$ cat src/rtl/pwm_seq_pkg.sv
package pwm_seq_pkg;
  typedef enum logic [1:0] {
    ARM_NONE = 2'd0,
    ARM_FALL = 2'd1,
    ARM_RISE = 2'd2,
    ARM_HOLD = 2'd3
  } arm_t;

  localparam int unsigned REG_CTRL = 0;
  localparam int unsigned REG_PER  = 1;
  localparam int unsigned REG_HIGH = 2;
endpackage

$ cat src/rtl/pwm_cfg_regs.sv
module pwm_cfg_regs #(
  parameter int TW   = 16,
  parameter int AW   = 2,
  parameter int SELW = 1
) (
  input  logic            clk,
  input  logic            rst,
  input  logic            wr_en,
  input  logic [AW-1:0]   wr_addr,
  input  logic [TW-1:0]   wr_data,
  output logic [SELW-1:0] sel_q,
  output logic [TW-1:0]   per_q,
  output logic [TW-1:0]   hi_q
);
  import pwm_seq_pkg::*;

  always_ff @(posedge clk) begin
    if (rst) begin
      sel_q <= '0;
      per_q <= '0;
      hi_q  <= '0;
    end else if (wr_en) begin
      case (int'(wr_addr))
        REG_CTRL: sel_q <= wr_data[SELW-1:0];
        REG_PER:  per_q <= wr_data;
        REG_HIGH: hi_q  <= wr_data;
        default:  ;
      endcase
    end
  end
endmodule

$ cat src/rtl/pwm_tb_match.sv
module pwm_tb_match #(
  parameter int TW   = 16,
  parameter int NTB  = 2,
  parameter int SELW = 1
) (
  input  logic [NTB-1:0][TW-1:0] tb_vec,
  input  logic [SELW-1:0]        run_sel,
  input  logic [SELW-1:0]        cfg_sel,
  input  logic [TW-1:0]          cmp,
  input  logic                   armed,
  output logic [TW-1:0]          start_time,
  output logic                   hit
);
  logic [NTB-1:0] eq;

  for (genvar g = 0; g < NTB; g++) begin : g_eq
    assign eq[g] = (tb_vec[g] == cmp);
  end

  assign hit        = armed && eq[run_sel];
  assign start_time = tb_vec[cfg_sel];
endmodule

$ cat src/rtl/pwm_duty_eval.sv
module pwm_duty_eval #(
  parameter int TW = 16
) (
  input  logic [TW-1:0]     base,
  input  logic [TW-1:0]     per,
  input  logic [TW-1:0]     hi,
  input  logic              low_path,
  output logic              pin_n,
  output logic              special_n,
  output logic [TW-1:0]     cmp_n,
  output logic [TW-1:0]     rise_n,
  output pwm_seq_pkg::arm_t arm_n
);
  import pwm_seq_pkg::*;

  logic zero_duty, full_duty;

  always_comb begin
    zero_duty = (hi == '0);
    full_duty = !zero_duty && (hi >= per);
    special_n = zero_duty || full_duty;
    rise_n    = base + per;
    if (special_n) begin
      pin_n = full_duty;
      cmp_n = base + per;
      arm_n = ARM_HOLD;
    end else if (low_path) begin
      pin_n = 1'b0;
      cmp_n = base + per;
      arm_n = ARM_RISE;
    end else begin
      pin_n = 1'b1;
      cmp_n = base + hi;
      arm_n = ARM_FALL;
    end
  end
endmodule

$ cat src/rtl/pwm_cmp_chan.sv
module pwm_cmp_chan #(
  parameter int TW = 16,
  parameter int AW = 2
) (
  input  logic          clk,
  input  logic          rst,
  input  logic          wr_en,
  input  logic [AW-1:0] wr_addr,
  input  logic [TW-1:0] wr_data,
  input  logic          init_req,
  input  logic          upd_req,
  input  logic [TW-1:0] tb_a,
  input  logic [TW-1:0] tb_b,
  output logic          pin,
  output logic          irq
);
  import pwm_seq_pkg::*;

  localparam int NTB  = 2;
  localparam int SELW = $clog2(NTB);

  logic [SELW-1:0]        cfg_sel, run_sel_q;
  logic [TW-1:0]          per_q, hi_q;
  logic [NTB-1:0][TW-1:0] tb_vec;
  logic [TW-1:0]          cmp_q, last_q, next_rise_q, start_time;
  arm_t                   arm_q;
  logic                   special_q, hit;

  logic          do_eval, take_base, low_path, do_fall;
  logic [TW-1:0] base;
  logic          ev_pin, ev_special;
  logic [TW-1:0] ev_cmp, ev_rise;
  arm_t          ev_arm;

  assign tb_vec[0] = tb_a;
  assign tb_vec[1] = tb_b;

  pwm_cfg_regs #(.TW(TW), .AW(AW), .SELW(SELW)) u_regs (
    .clk(clk), .rst(rst), .wr_en(wr_en), .wr_addr(wr_addr), .wr_data(wr_data),
    .sel_q(cfg_sel), .per_q(per_q), .hi_q(hi_q)
  );

  pwm_tb_match #(.TW(TW), .NTB(NTB), .SELW(SELW)) u_match (
    .tb_vec(tb_vec), .run_sel(run_sel_q), .cfg_sel(cfg_sel), .cmp(cmp_q),
    .armed(arm_q != ARM_NONE), .start_time(start_time), .hit(hit)
  );

  pwm_duty_eval #(.TW(TW)) u_eval (
    .base(base), .per(per_q), .hi(hi_q), .low_path(low_path),
    .pin_n(ev_pin), .special_n(ev_special), .cmp_n(ev_cmp), .rise_n(ev_rise),
    .arm_n(ev_arm)
  );

  // Event arbitration: start strobe, then update strobe, then compare.
  always_comb begin
    do_eval   = 1'b0;
    take_base = 1'b0;
    low_path  = 1'b0;
    do_fall   = 1'b0;
    base      = last_q;
    if (init_req) begin
      do_eval   = 1'b1;
      take_base = 1'b1;
      base      = start_time;
    end else if (upd_req) begin
      do_eval = 1'b1;
      if (pin) begin
        if (hit) begin
          take_base = 1'b1;
          base      = cmp_q;
        end
      end else begin
        low_path = 1'b1;
        if (hit && special_q) begin
          take_base = 1'b1;
          base      = cmp_q;
        end
      end
    end else if (hit) begin
      case (arm_q)
        ARM_FALL: do_fall = 1'b1;
        ARM_RISE: begin
          do_eval   = 1'b1;
          take_base = 1'b1;
          base      = cmp_q;
        end
        ARM_HOLD: begin
          do_eval   = 1'b1;
          take_base = 1'b1;
          base      = cmp_q;
          low_path  = !pin;
        end
        default: ;
      endcase
    end
  end

  always_ff @(posedge clk) begin
    if (rst) begin
      pin         <= 1'b0;
      irq         <= 1'b0;
      arm_q       <= ARM_NONE;
      special_q   <= 1'b0;
      cmp_q       <= '0;
      last_q      <= '0;
      next_rise_q <= '0;
      run_sel_q   <= '0;
    end else begin
      irq <= 1'b0;
      if (do_eval) begin
        pin         <= ev_pin;
        cmp_q       <= ev_cmp;
        arm_q       <= ev_arm;
        special_q   <= ev_special;
        next_rise_q <= ev_rise;
        irq         <= 1'b1;
        if (take_base) last_q <= base;
        if (init_req) run_sel_q <= cfg_sel;
      end else if (do_fall) begin
        pin   <= 1'b0;
        cmp_q <= next_rise_q;
        arm_q <= ARM_RISE;
      end
    end
  end
endmodule

$ cat config.mk
export PLATFORM = sky130hd
export DESIGN_NAME = pwm_cmp_chan
export DESIGN_NICKNAME = d
export VERILOG_FILES = /design/src/rtl/pwm_seq_pkg.sv /design/src/rtl/pwm_cfg_regs.sv /design/src/rtl/pwm_tb_match.sv /design/src/rtl/pwm_duty_eval.sv /design/src/rtl/pwm_cmp_chan.sv
export SDC_FILE = /design/constraint.sdc
export NUM_CORES = 1
export LEC_CHECK = 0
export ABC_AREA = 1
export BUFFER_PORTS_ARGS = -buffer_cell sky130_fd_sc_hd__buf_2
export CORE_MARGIN = 3
export CORE_UTILIZATION = 25
export CTS_CLUSTER_SIZE = 8
export DETAILED_ROUTE_END_ITERATION = 16
export PLACE_DENSITY = 0.46
export SLEW_MARGIN = 30
export SYNTH_ARGS = -nofsm -noshare
export SYNTH_HDL_FRONTEND = slang
export SYNTH_HIERARCHICAL = 1
export SYNTH_SLANG_ARGS = --single-unit
$ cat constraint.sdc
create_clock -name clk -period 4.2 [get_ports clk]
set_input_delay 0.42 -clock clk [delete_from_list [all_inputs] [get_ports clk]]
set_output_delay 0.42 -clock clk [all_outputs]
set_load 0.01 [all_outputs]
## Word-level counts from Yosys, hierarchy flattened

Index checks and enable logic that the tools add are counted.

- $lt $le $gt $ge: 3
- $mul: 0
- Muxes and demuxes: 42
- Reduce and logical (&&, ||, !) cells: 16
- Divide/modulo/power cells: 0
- Shifts and indexed selects: 0
- Add/subtract/negate cells: 2
- Equality and inequality tests: 7
- Bitwise gates (word level): 0

Operator list:

| kind | count |
|---|---|
| $mux 16 | 13 |
| $add 16x16->16 | 2 |
| $eq 16x16->1 | 2 |
| $mux 1 | 25 |
| $ge 16x16->1 | 1 |
| $logic_not 16->1 | 1 |
| $reduce_and 2->1 | 5 |
| $mux 2 | 4 |
| $eq 2x2->1 const B | 3 |
| $eq 2x1->1 const B | 2 |
| $lt 1x2->1 const B | 2 |
| $reduce_bool 2->1 | 2 |
| $logic_and 1x1->1 | 3 |
| $logic_not 1->1 | 2 |
| $logic_not 2->1 | 1 |
| $reduce_or 2->1 | 1 |
| $logic_or 1x1->1 | 1 |

- Bits in latches: 0
- Register bits: 87
- Input bits: 55
- Memory bits (writable): 0
- Output and inout port bits: 2
- Logic and storage cells: 81
- Bits in read-only memories: 0
- Memories: 0

## Depth between registers and ports, before layout

Gate-level depths: netlist (run 1).

- Word-level depth: 13
- Gate-level depth with buffers: 34
- Gate-level depth less buffers: 33

## Modules after synthesis

Netlist (run 1), hierarchy kept.

Modules (own cells, without submodules):

| module | times used | cells an instance | seq. area each (um^2) | area each (um^2) |
|---|---|---|---|---|
| pwm_cmp_chan | 1 | 471 | 1081.0 | 2980.4 |
| pwm_duty_eval | 1 | 417 | 0.0 | 2354.8 |
| pwm_cfg_regs | 1 | 213 | 660.6 | 1362.6 |
| pwm_tb_match | 1 | 172 | 0.0 | 804.5 |

## Least setup slack after synthesis (run 1)

Ideal clock, no wire load.

- Path kind: reg-to-reg
- Start point: register run_sel_q
- End point: register cmp_q[10]
- Period minus slack after synthesis: 3.450 ns
- Buffers on the path: 4
- Data arrival time: 3.334 ns
- Setup time: 0.116 ns
- Slack: 0.750 ns
- Cell stages (with the launch flop): 33
- Required time: 4.084 ns
- Cell sequence: dfxtp_1 buf_6 inv_6 buf_12 nand2_2 nand3_1 nand2_1 nand2_1 nor2_1 nand3_1 nor2_1 buf_4 buf_2 nand3_1 nand3_1 nand2_1 nand2_1 inv_1 fa_1 nand3_1 nand2_1 nand2_1 nand2_1 nand3b_1 nand2_1 nand2_1 nand2_1 nand2_1 nand2_1 nand2_2 nand2_1 nor2_1 nor2_1

- Longest elaborated chain between the ends: 12
- Elaborated cells on any way between the ends: 25
- Those cells by class: 2 x add/sub; 20 x mux; 3 x reduce/logical

Ends and longest elaborated chain:

| item | RTL line | RTL |
|---|---|---|
| start: declaration | pwm_cmp_chan.sv:22 | `logic [SELW-1:0] cfg_sel, run_sel_q;` |
| start signal: assignment | pwm_cmp_chan.sv:118 | `if (init_req) run_sel_q <= cfg_sel;` |
| $mux 1 (implied by the code) * (2 in series) | pwm_tb_match.sv:20 | `assign hit = armed && eq[run_sel];` |
| $logic_and 1x1->1 * | pwm_tb_match.sv:20 |  |
| via hit | pwm_cmp_chan.sv:27 | `logic special_q, hit;` |
| $logic_and 1x1->1 | pwm_cmp_chan.sv:74 | `if (hit && special_q) begin` |
| $mux 16 | pwm_cmp_chan.sv:74 |  |
| $mux 16 | pwm_cmp_chan.sv:67 | `if (pin) begin` |
| $mux 16 * | pwm_cmp_chan.sv:65 | `end else if (upd_req) begin` |
| $mux 16 * | pwm_cmp_chan.sv:61 | `if (init_req) begin` |
| via base[1] | pwm_cmp_chan.sv:30 | `logic [TW-1:0] base;` |
| $add 16x16->16 * | - |  |
| via ev_rise[10] | pwm_cmp_chan.sv:32 | `logic [TW-1:0] ev_cmp, ev_rise;` |
| $mux 16 | pwm_duty_eval.sv:27 | `end else if (low_path) begin` |
| $mux 16 * | pwm_duty_eval.sv:23 | `if (special_n) begin` |
| via ev_cmp[10] | pwm_cmp_chan.sv:32 |  |
| $mux 16 * | pwm_cmp_chan.sv:110 | `if (do_eval) begin` |
| end signal: assignment | pwm_cmp_chan.sv:112 | `cmp_q <= ev_cmp;` |
| end signal: assignment | pwm_cmp_chan.sv:121 | `cmp_q <= next_rise_q;` |
| end: declaration | pwm_cmp_chan.sv:25 | `logic [TW-1:0] cmp_q, last_q, next_rise_q, start_time;` |

The timed path passes the listed nets; every way through them passes the cells marked *. The select of a mux whose other input is x is not followed.
A chain may end at the register's enable or synchronous reset.

## Final worst setup path (run 1)

- Start point: register run_sel_q
- End point: register cmp_q[15]

The elaborated chain is that of the path after synthesis.

==> results of run 1 <==
## critical path: cells and delay by family (launching register included)
kind	cells	cell delay (ns)
compound gates	3	0.56
fa+ha+maj	1	0.31
flops	1	0.40
simple gates	21	1.72
buf+inv	5	0.74
## repair_timing
item                                    CTS  global route
setup buffers                             0             8
endpoints found under the setup margin    0            11
gates resized for setup                   0            41
## power by group through the flow
stage               combinational (mW)  clock, mW  sequential (mW)
floorplan                        0.731          0            0.973
global placement                 0.935          0             1.01
detailed placement               0.936          0             1.01
CTS                              0.940      0.798            0.990
global route                      1.10      0.825             1.01
finish                           0.959      0.770            0.995
## final cells by class
type / count / area share, %
Clock buffer: 10 / 2.806
Clock inverter: 3 / 0.2497
Inverter: 193 / 8.593
Multi-Input combinational cell: 951 / 56.51
Sequential cell: 87 / 20.48
Tap cell: 384 / 5.640
Timing Repair Buffer: 79 / 5.729
## cells in the final DEF, fill, tap and decap left out, types with 4 or more instances in the layout
cell | netlist | routed
ha_1 | 46 | 39
clkbuf_16 | 0 | 10
or2_2 | 15 | 15
o21ai_0 | 39 | 38
nand2_2 | 18 | 24
buf_4 | 1 | 18
a21oi_1 | 51 | 45
nand3b_1 | 5 | 5
nor2_2 | 1 | 4
xor2_1 | 11 | 11
nand4_1 | 11 | 11
nand3_1 | 94 | 94
nand2_1 | 422 | 415
nand3_2 | 5 | 5
and2_1 | 4 | 4
ha_2 | 0 | 7
xnor2_1 | 6 | 6
o21ai_1 | 8 | 9
nor2_1 | 181 | 177
dfxtp_1 | 87 | 85
buf_2 | 14 | 57
a21oi_2 | 4 | 10
inv_1 | 182 | 179
inv_2 | 9 | 12
## state kept, by name (all words and copies together), names as in the netlist
name and cells:
special_q 1, cmp_q 16, u_regs/hi_q 16, irq 1
u_regs/per_q 16, pin 1, run_sel_q 1, u_regs/sel_q 1
next_rise_q 16, arm_q 2, last_q 16
## routing by layer
layer	wire length, um	GRT usage, %
met5	0	0
met2	9843	23.10
met1	12240	21.36
met3	898	1.800
met4	264	2.642
## path summary, 6_finish.rpt
check	start	endpoint	slack, ns	cells past startpoint
setup / recovery	run_sel_q	cmp_q[15]	0.35	30
hold / removal	wr_data[4]	u_regs/per_q[4]	0.31	3
setup reg to reg	run_sel_q	cmp_q[15]	0.35	30
hold reg to reg	next_rise_q[15]	next_rise_q[15]	0.47	2
## stage by stage
stage          power [mW]  hold slack, ns  instance area (um^2)   TNS, ns  utilization, %
2_1_floorplan       1.704          0.4402                  7502         0               -
3_3_place_gp        1.944          0.4591                  8024         0           27.51
3_5_place_dp        1.945          0.4616                  8024         0           27.51
4_1_cts             2.728          0.2949                  8284         0           28.40
5_1_grt             2.938          0.3179                  8518  -0.02590           29.20
6_report            2.723          0.3124                  8518         0           29.20
## cell families (layout without fill, tap and decap cells)
family          Yosys count  in the layout  share of synthesized area [%]
simple gates            765            767                          43.16
buf+inv                 237            285                          14.38
compound gates          115            115                          8.389
flops                    87             87                          23.22
fa+ha+maj                48             48                          8.205
xor+xnor                 18             18                          2.201
mux                       3              3                         0.4503
==> flow_summary.toml, run 1 <==
[outcome]
status = "finished, final reports clean"

[sta]
drv_slew = 0
fmax_ghz = 0.2595
fin_crit_ns = 3.854
max_slew.worst_pin.slew_ns = 0.9455
relSlewSlack_pct = 36.89
setup_viol = 0
setup_ws_ns = 0.3460
fin_worst_skew_ns = 0.009088
period_share_pct = 91.76
hold_viol = 0

[layout]
syn_to_final_growth_pct = 13.54
nets = 1424
n_fill_cell = 3439
final-instance-count-excl-fill = 1707
antenna_cells = 0
multi_input_area_mm2 = 0.004813
seqCellArea_mm2 = 0.001744
layout-drive-gt1-share_pct = 14.36

[placed_design]
gp_congestion = 0.8548
dp.cells = 1682
pre_cts_ws_ns = 0.1277
port_buffers = 56
hpwlAfterDp_um = 17600

[synth]
yosys_register_bits = 87
avgSynthCellArea_um2 = 5.893
synthMostInstantiatedCell = "nand2_1"
syn_nets = 1376
synth_cells = 1273
syn_area_mm2 = 0.007502
yosys_warnings = 6
synth_flop_cell = "dfxtp_1"
yosysSeqAreaShare_pct = 23.22
synth-async-reset-ratio_pct = 0
yosysUniqueCellTypes = 49
synth_edf_count = 0
ys_top_cells_by_area = "dfxtp_1 23%, nand2_1 21%, inv_1 9.1%"
netlist.top_cell.by_area = "dfxtp_1"
synth_top_area_share_pct = 23.22
synthTopCellsByCount = "422 x nand2_1, 182 x inv_1, 181 x nor2_1"

[detailed_routing]
drc = 0
first_pass_iters = 5
vias = 7441
antenna_left = 0
wl_um = 23250
viasPerCell = 4.359
drtIter0Drc = 370
avgRoutedWirePerCell_um = 13.62

[power_and_ir_drop]
leakage_nw = 4.512
p_per_area_mw_per_mm2 = 319.7
switchingPower_mw = 1.062
intPower_mw = 1.662
p_sw_share_pct = 38.98
clkPwrFrac_pct = 28.3
power_frac_seq_pct = 36.5
vdd_drop_max_v = 0.0002003
comb_power_share_pct = 35.2

[global_route]
grt_pass1_wl_um = 37160
grt_start_max_net_pins = 34
grt_pass1_vias = 7038
antenna_found_initial = 0
grt_remaining_overflow = 0
track_usage_pct = 14.59

[clocking]
clk_pin_slew_ns = 0.07
cts_hold_buf = 0
clockRootBuffer = "clkbuf_16"
cts_max_level = 3
cts_sinks = 87
cts_tree = "built"
cts_buffer_depth = 2
numCtsBuffers = 9
insertion_delay_ns = 0.35

[min_path]
min_path_type = "input pin to register"

[setup_path]
slowest_stage = "dfxtp_2"
setup.worst_path.end_class = "register"
path_class = "register to register"
crit_path_max_fanout = 14
crit_required_ns = 4.44
start_kind = "register"
cpPeakStageDelay_ns = 0.40
path_common_cell = "nand2_1"
crit_arrival_ns = 4.09

[floorplan]
die_area_mm2 = 0.03212
io_pins = 57
die_h_um = 179.2
fp.dieW_um = 179.2
initial_core_util_pct = 25.72
core_mm2 = 0.02917
rows = 62

[run]
drv_cap = 0
No activity file was read; power rests on OpenSTA's default activity.
==> inputs of run 2 (changes only) <==
clock period = 4.5 ns   (was 4.2 ns; I/O delays follow)
==> run 2 against run 1 <==
Combinational power fell by 8.8%. Clock skew rose by 0.0036 ns. Die area stayed put. Routed wire length fell by 2.6%. Sequential share of layout area rose by 0.61 points. Cell count is 0.70% lower. Critical path type unchanged. Critical endpoint is now cmp_q[10]. Highest routed layer unchanged.
==> flow_summary.toml, run 2 (synthesized netlist as in run 1, its figures left out) <==
[clocking]
cts_sinks = 87
cts_max_level = 3
postCtsSetupBuffers = 0
cts_hold_buf = 0
numCtsBuffers = 9
clk_pin_slew_ns = 0.07
insertion_delay_ns = 0.35
clockRootBuffer = "clkbuf_16"
cts_resized = 0
cts_tree = "built"
cts_buffer_depth = 2

[sta]
setup_viol = 0
max_slew.worst_pin.slew_ns = 0.8683
relSlewSlack_pct = 42.05
rsz0062_at_grt = "no"
period_share_pct = 91.78
fin_crit_ns = 4.130
tns_ns = 0
fmax_ghz = 0.2421
drv_slew = 0
fin_worst_skew_ns = 0.01274
hold_viol = 0

[floorplan]
fp.dieW_um = 179.2
io_pins = 57
initial_core_util_pct = 25.72
core_mm2 = 0.02917
rows = 62
die_area_mm2 = 0.03212
die_h_um = 179.2

[layout]
layout-drive-gt1-share_pct = 11.14
n_fill_cell = 3385
final_common_cell = "nand2_1"
layout_common_cells = "422 x nand2_1, 182 x inv_1, 181 x nor2_1"
final_util_pct = 28.32
antenna_cells = 0
final-instance-count-excl-fill = 1695
syn_to_final_growth_pct = 10.12
nets = 1409

[setup_path]
path_common_cell = "nand2_1"
crit_path_max_fanout = 18
critical-path-top-delay-family = "simple AND/OR/NAND/NOR gates"
crit_required_ns = 4.75
cpPeakStageDelay_ns = 0.42
path_class = "register to register"
path_buf_inv = 3
slowest_stage = "dfxtp_1"
start_kind = "register"
crit_arrival_ns = 4.38
setup.worst_path.end_class = "register"

[min_path]
min_path_type = "input pin to register"

[power_and_ir_drop]
p_per_area_mw_per_mm2 = 305.4
leakage_nw = 4.456
power.total_mw = 2.523
vdd_drop_max_v = 0.0001430

[detailed_routing]
first_pass_iters = 5
viasPerCell = 4.352
wl_um = 22650
drtIter0Drc = 393
antenna_left = 0
drc = 0
avgRoutedWirePerCell_um = 13.36
vias = 7376

[placed_design]
hpwlAfterDp_um = 17430
dp.cells = 1679
port_buffers = 56
gp_congestion = 0.8374

[global_route]
grt_pass1_vias = 6631
grt_start_max_net_pins = 34
grt_pass1_wl_um = 35710
grt_remaining_overflow = 0
antenna_found_initial = 0
track_usage_pct = 14.16

[run]
drv_cap = 0

[outcome]
status = "finished, final reports clean"
[run 2: changes by cell type in the layout (fill, tap and decap cells not counted), sizes merged]
cell    previous run  this run
clkinv             2         4
nand3            102       101
inv              193       194
clkbuf            11        10
buf               78        66
nand2            443       442
[run 2: cell type report]
cell class	instances	area (um^2)	share of cell area [%]
flip-flops and latches	87	1742	21.08
clock buffers	10	229.0	2.771
clock inverters	6	43.79	0.5301
multi-input cells	949	4682	56.67
inverters	193	729.5	8.829
well taps	384	480.5	5.816
repair buffers	66	355.3	4.301
[run 2: where the power goes]
part / internal [mW] / switching, mW
logic: 0.308 / 0.567
registers: 0.847 / 0.0781
clock network: 0.378 / 0.344
[run 2: per-stage QoR]
stage / hold slack, ns / instance area (um^2) / setup slack, ns
after floorplan: 0.4402 / 7502 / 1.050
after global placement: 0.4569 / 7989 / 0.4771
after detailed placement: 0.4617 / 7989 / 0.4261
after CTS: 0.3260 / 8262 / 0.3890
after global routing: 0.3393 / 8262 / 0.03522
final: 0.3380 / 8262 / 0.3699
[run 2: worst paths after layout]
kind,start,endpoint,slack [ns],depth (start not counted)
min,wr_data[6],u_regs/hi_q[6],0.34,3
max,run_sel_q,cmp_q[10],0.37,30
min reg2reg,next_rise_q[3],next_rise_q[3],0.47,2
max reg2reg,run_sel_q,cmp_q[10],0.37,30
[run 2: worst register-to-register path: cells and delay by family, from the launching register on]
kind / cells / cell delay [ns]
adder cells (fa/ha/maj): 2 / 0.66
flip-flops: 1 / 0.42
buffers and inverters: 3 / 0.49
AO/OA/AOI/OAI: 2 / 0.47
AND/OR/NAND/NOR: 23 / 1.98
[run 2: layer usage]
layer | vias to the layer above | share of wire [%] | wire (um) | global-route usage [%]
met5 | - | 0 | 0 | 0
met4 | 0 | 0.84 | 191 | 2.674
met3 | 14 | 4.1 | 932 | 1.800
met2 | 152 | 42 | 9472 | 21.75
met1 | 3220 | 53 | 12060 | 21.20
li1 | 3990 | - | - | -
==> inputs of run 3 (changes only) <==
CORE_MARGIN = 5   (was 3)
CORE_UTILIZATION = 48   (was 25)
PLACE_DENSITY = 0.72   (was 0.46)
==> run 3 against run 2 <==
Hold slack improved by 0.0030 ns. Clock power grew 7.5%. Sequential share of layout area rose by 0.46 points. Via count grew 0.73%. Cell area is 2.1% lower. First-iteration DRC count increased by 27%. Combinational power decreased by 3.9%. Routed wire length fell by 15%. Critical endpoint unchanged. Highest routed layer unchanged.
==> flow_summary.toml, run 3 (synthesized netlist as in run 1, its figures left out) <==
[global_route]
grt_start_max_net_pins = 38
grt_pass1_vias = 6673
antenna_found_initial = 0
grt_remaining_overflow = 0
track_usage_pct = 21.44
grt_pass1_wl_um = 31700

[sta]
fin_crit_ns = 4.013
period_share_pct = 89.18
setup_viol = 0
hold_viol = 0
max_slew.worst_pin.slew_ns = 0.7593
drv_slew = 0
rsz0062_at_grt = "no"
tns_ns = 0
relSlewSlack_pct = 49.37
fin_worst_skew_ns = 0.008715
fmax_ghz = 0.2492

[setup_path]
crit_path_max_fanout = 19
start_kind = "register"
path_class = "register to register"
path_buf_inv = 3
path_common_cell = "nand2_1"
setup.worst_path.end_class = "register"
critical-path-top-delay-family = "simple AND/OR/NAND/NOR gates"
crit_required_ns = 4.75
slowest_stage = "dfxtp_1"
cpPeakStageDelay_ns = 0.42
crit_arrival_ns = 4.26

[power_and_ir_drop]
vdd_drop_max_v = 0.0002120
intPower_mw = 1.614
p_per_area_mw_per_mm2 = 314.0
p_sw_share_pct = 36.48
comb_power_share_pct = 33.1
leakage_nw = 4.468
switchingPower_uw = 926.7
power_frac_seq_pct = 36.3
clkPwrFrac_pct = 30.5

[clocking]
cts_buffer_depth = 2
clk_pin_slew_ns = 0.07
clockRootBuffer = "clkbuf_16"
insertion_delay_ns = 0.35
numCtsBuffers = 9
cts_tree = "built"
cts_sinks = 87
cts_max_level = 3
cts_hold_buf = 0

[detailed_routing]
vias = 7430
wl_um = 19300
viasPerCell = 4.882
antenna_left = 0
avgRoutedWirePerCell_um = 12.68
drtIter0Drc = 500
drc = 0
first_pass_iters = 5

[placed_design]
gp_congestion = 0.9321
port_buffers = 56
hpwlAfterDp_um = 14720
dp.cells = 1506

[floorplan]
die_area_mm2 = 0.01823
rows = 45
fp.dieW_um = 135.0
die_h_um = 135.0
io_pins = 57
initial_core_util_pct = 49.17
core_mm2 = 0.01526

[layout]
layout-drive-gt1-share_pct = 11.29
seqCellArea_mm2 = 0.001743
syn_to_final_growth_pct = 7.855
n_fill_cell = 1586
antenna_cells = 0
multi_input_area_mm2 = 0.004690
layout_common_cells = "422 x nand2_1, 182 x inv_1, 180 x nor2_1"
final_common_cell = "nand2_1"
nets = 1409
final-instance-count-excl-fill = 1522

[outcome]
status = "finished, final reports clean"

[min_path]
min_path_type = "input pin to register"

[run]
drv_cap = 0
[run 3: cell types whose count changed in the layout (fill, tap and decap cells not counted), sizes merged]
cell      previous run  this run
clkbuf              10        12
clkinv               4         2
inv                194       192
bufinv               0         1
clkinvlp             1         2
[run 3: area by class of cell]
type | instances | area share, %
Tap cell | 211 | 3.263
Clock inverter | 4 | 0.6649
Multi-Input combinational cell | 949 | 57.96
Clock buffer | 12 | 3.170
Sequential cell | 87 | 21.54
Inverter | 193 | 9.015
Timing Repair Buffer | 66 | 4.392
[run 3: final timing paths]
kind	start	endpoint	slack (ns)	cells after the start
worst max-delay path	run_sel_q	cmp_q[10]	0.49	32
worst min-delay path	wr_data[5]	u_regs/per_q[5]	0.34	3
worst max register to register	run_sel_q	cmp_q[10]	0.49	32
worst min register to register	next_rise_q[15]	next_rise_q[15]	0.47	2
[run 3: tightest hold or removal path: stages]
cell,delay (ns)
buf_2,0.09
nor2_1,0.04
nor2_1,0.08
[run 3: metal layers]
metal | vias to the layer above | GRT usage [%] | routed length (um)
met2 | 156 | 34.60 | 8437
met5 | - | 0 | 0
met1 | 3249 | 29.12 | 9452
li1 | 3992 | - | -
met3 | 33 | 2.385 | 866
met4 | 0 | 9.015 | 541
[run 3: through the flow]
| stage | total power [mW] | util [%] | instance area (um^2) | setup slack, ns | hold slack (ns) |
|---|---|---|---|---|---|
| 6_report | 2.540 | 53.03 | 8092 | 0.4868 | 0.3410 |
| 3_5_place_dp | 1.772 | 50.95 | 7774 | 0.2784 | 0.4612 |
| 3_3_place_gp | 1.766 | 50.94 | 7772 | 0.3554 | 0.4574 |
| 4_1_cts | 2.554 | 52.98 | 8084 | 0.2742 | 0.3272 |
| 5_1_grt | 2.728 | 53.03 | 8092 | 0.06248 | 0.3459 |
| 2_1_floorplan | 1.590 | - | 7502 | 1.050 | 0.4402 |
[run 3: power by group through the flow]
stage	logic, mW	registers, mW	clock network, mW
6_report	0.841	0.923	0.776
5_1_grt	0.967	0.933	0.828
4_1_cts	0.838	0.922	0.794
3_5_place_dp	0.834	0.939	0
3_3_place_gp	0.828	0.937	0
2_1_floorplan	0.682	0.908	0
[run 3: repair_timing]
action                                  CTS  global route
setup buffers                             0             0
endpoints found under the setup margin    0             4
hold endpoints to repair                  0             0
resized for setup                         0             2
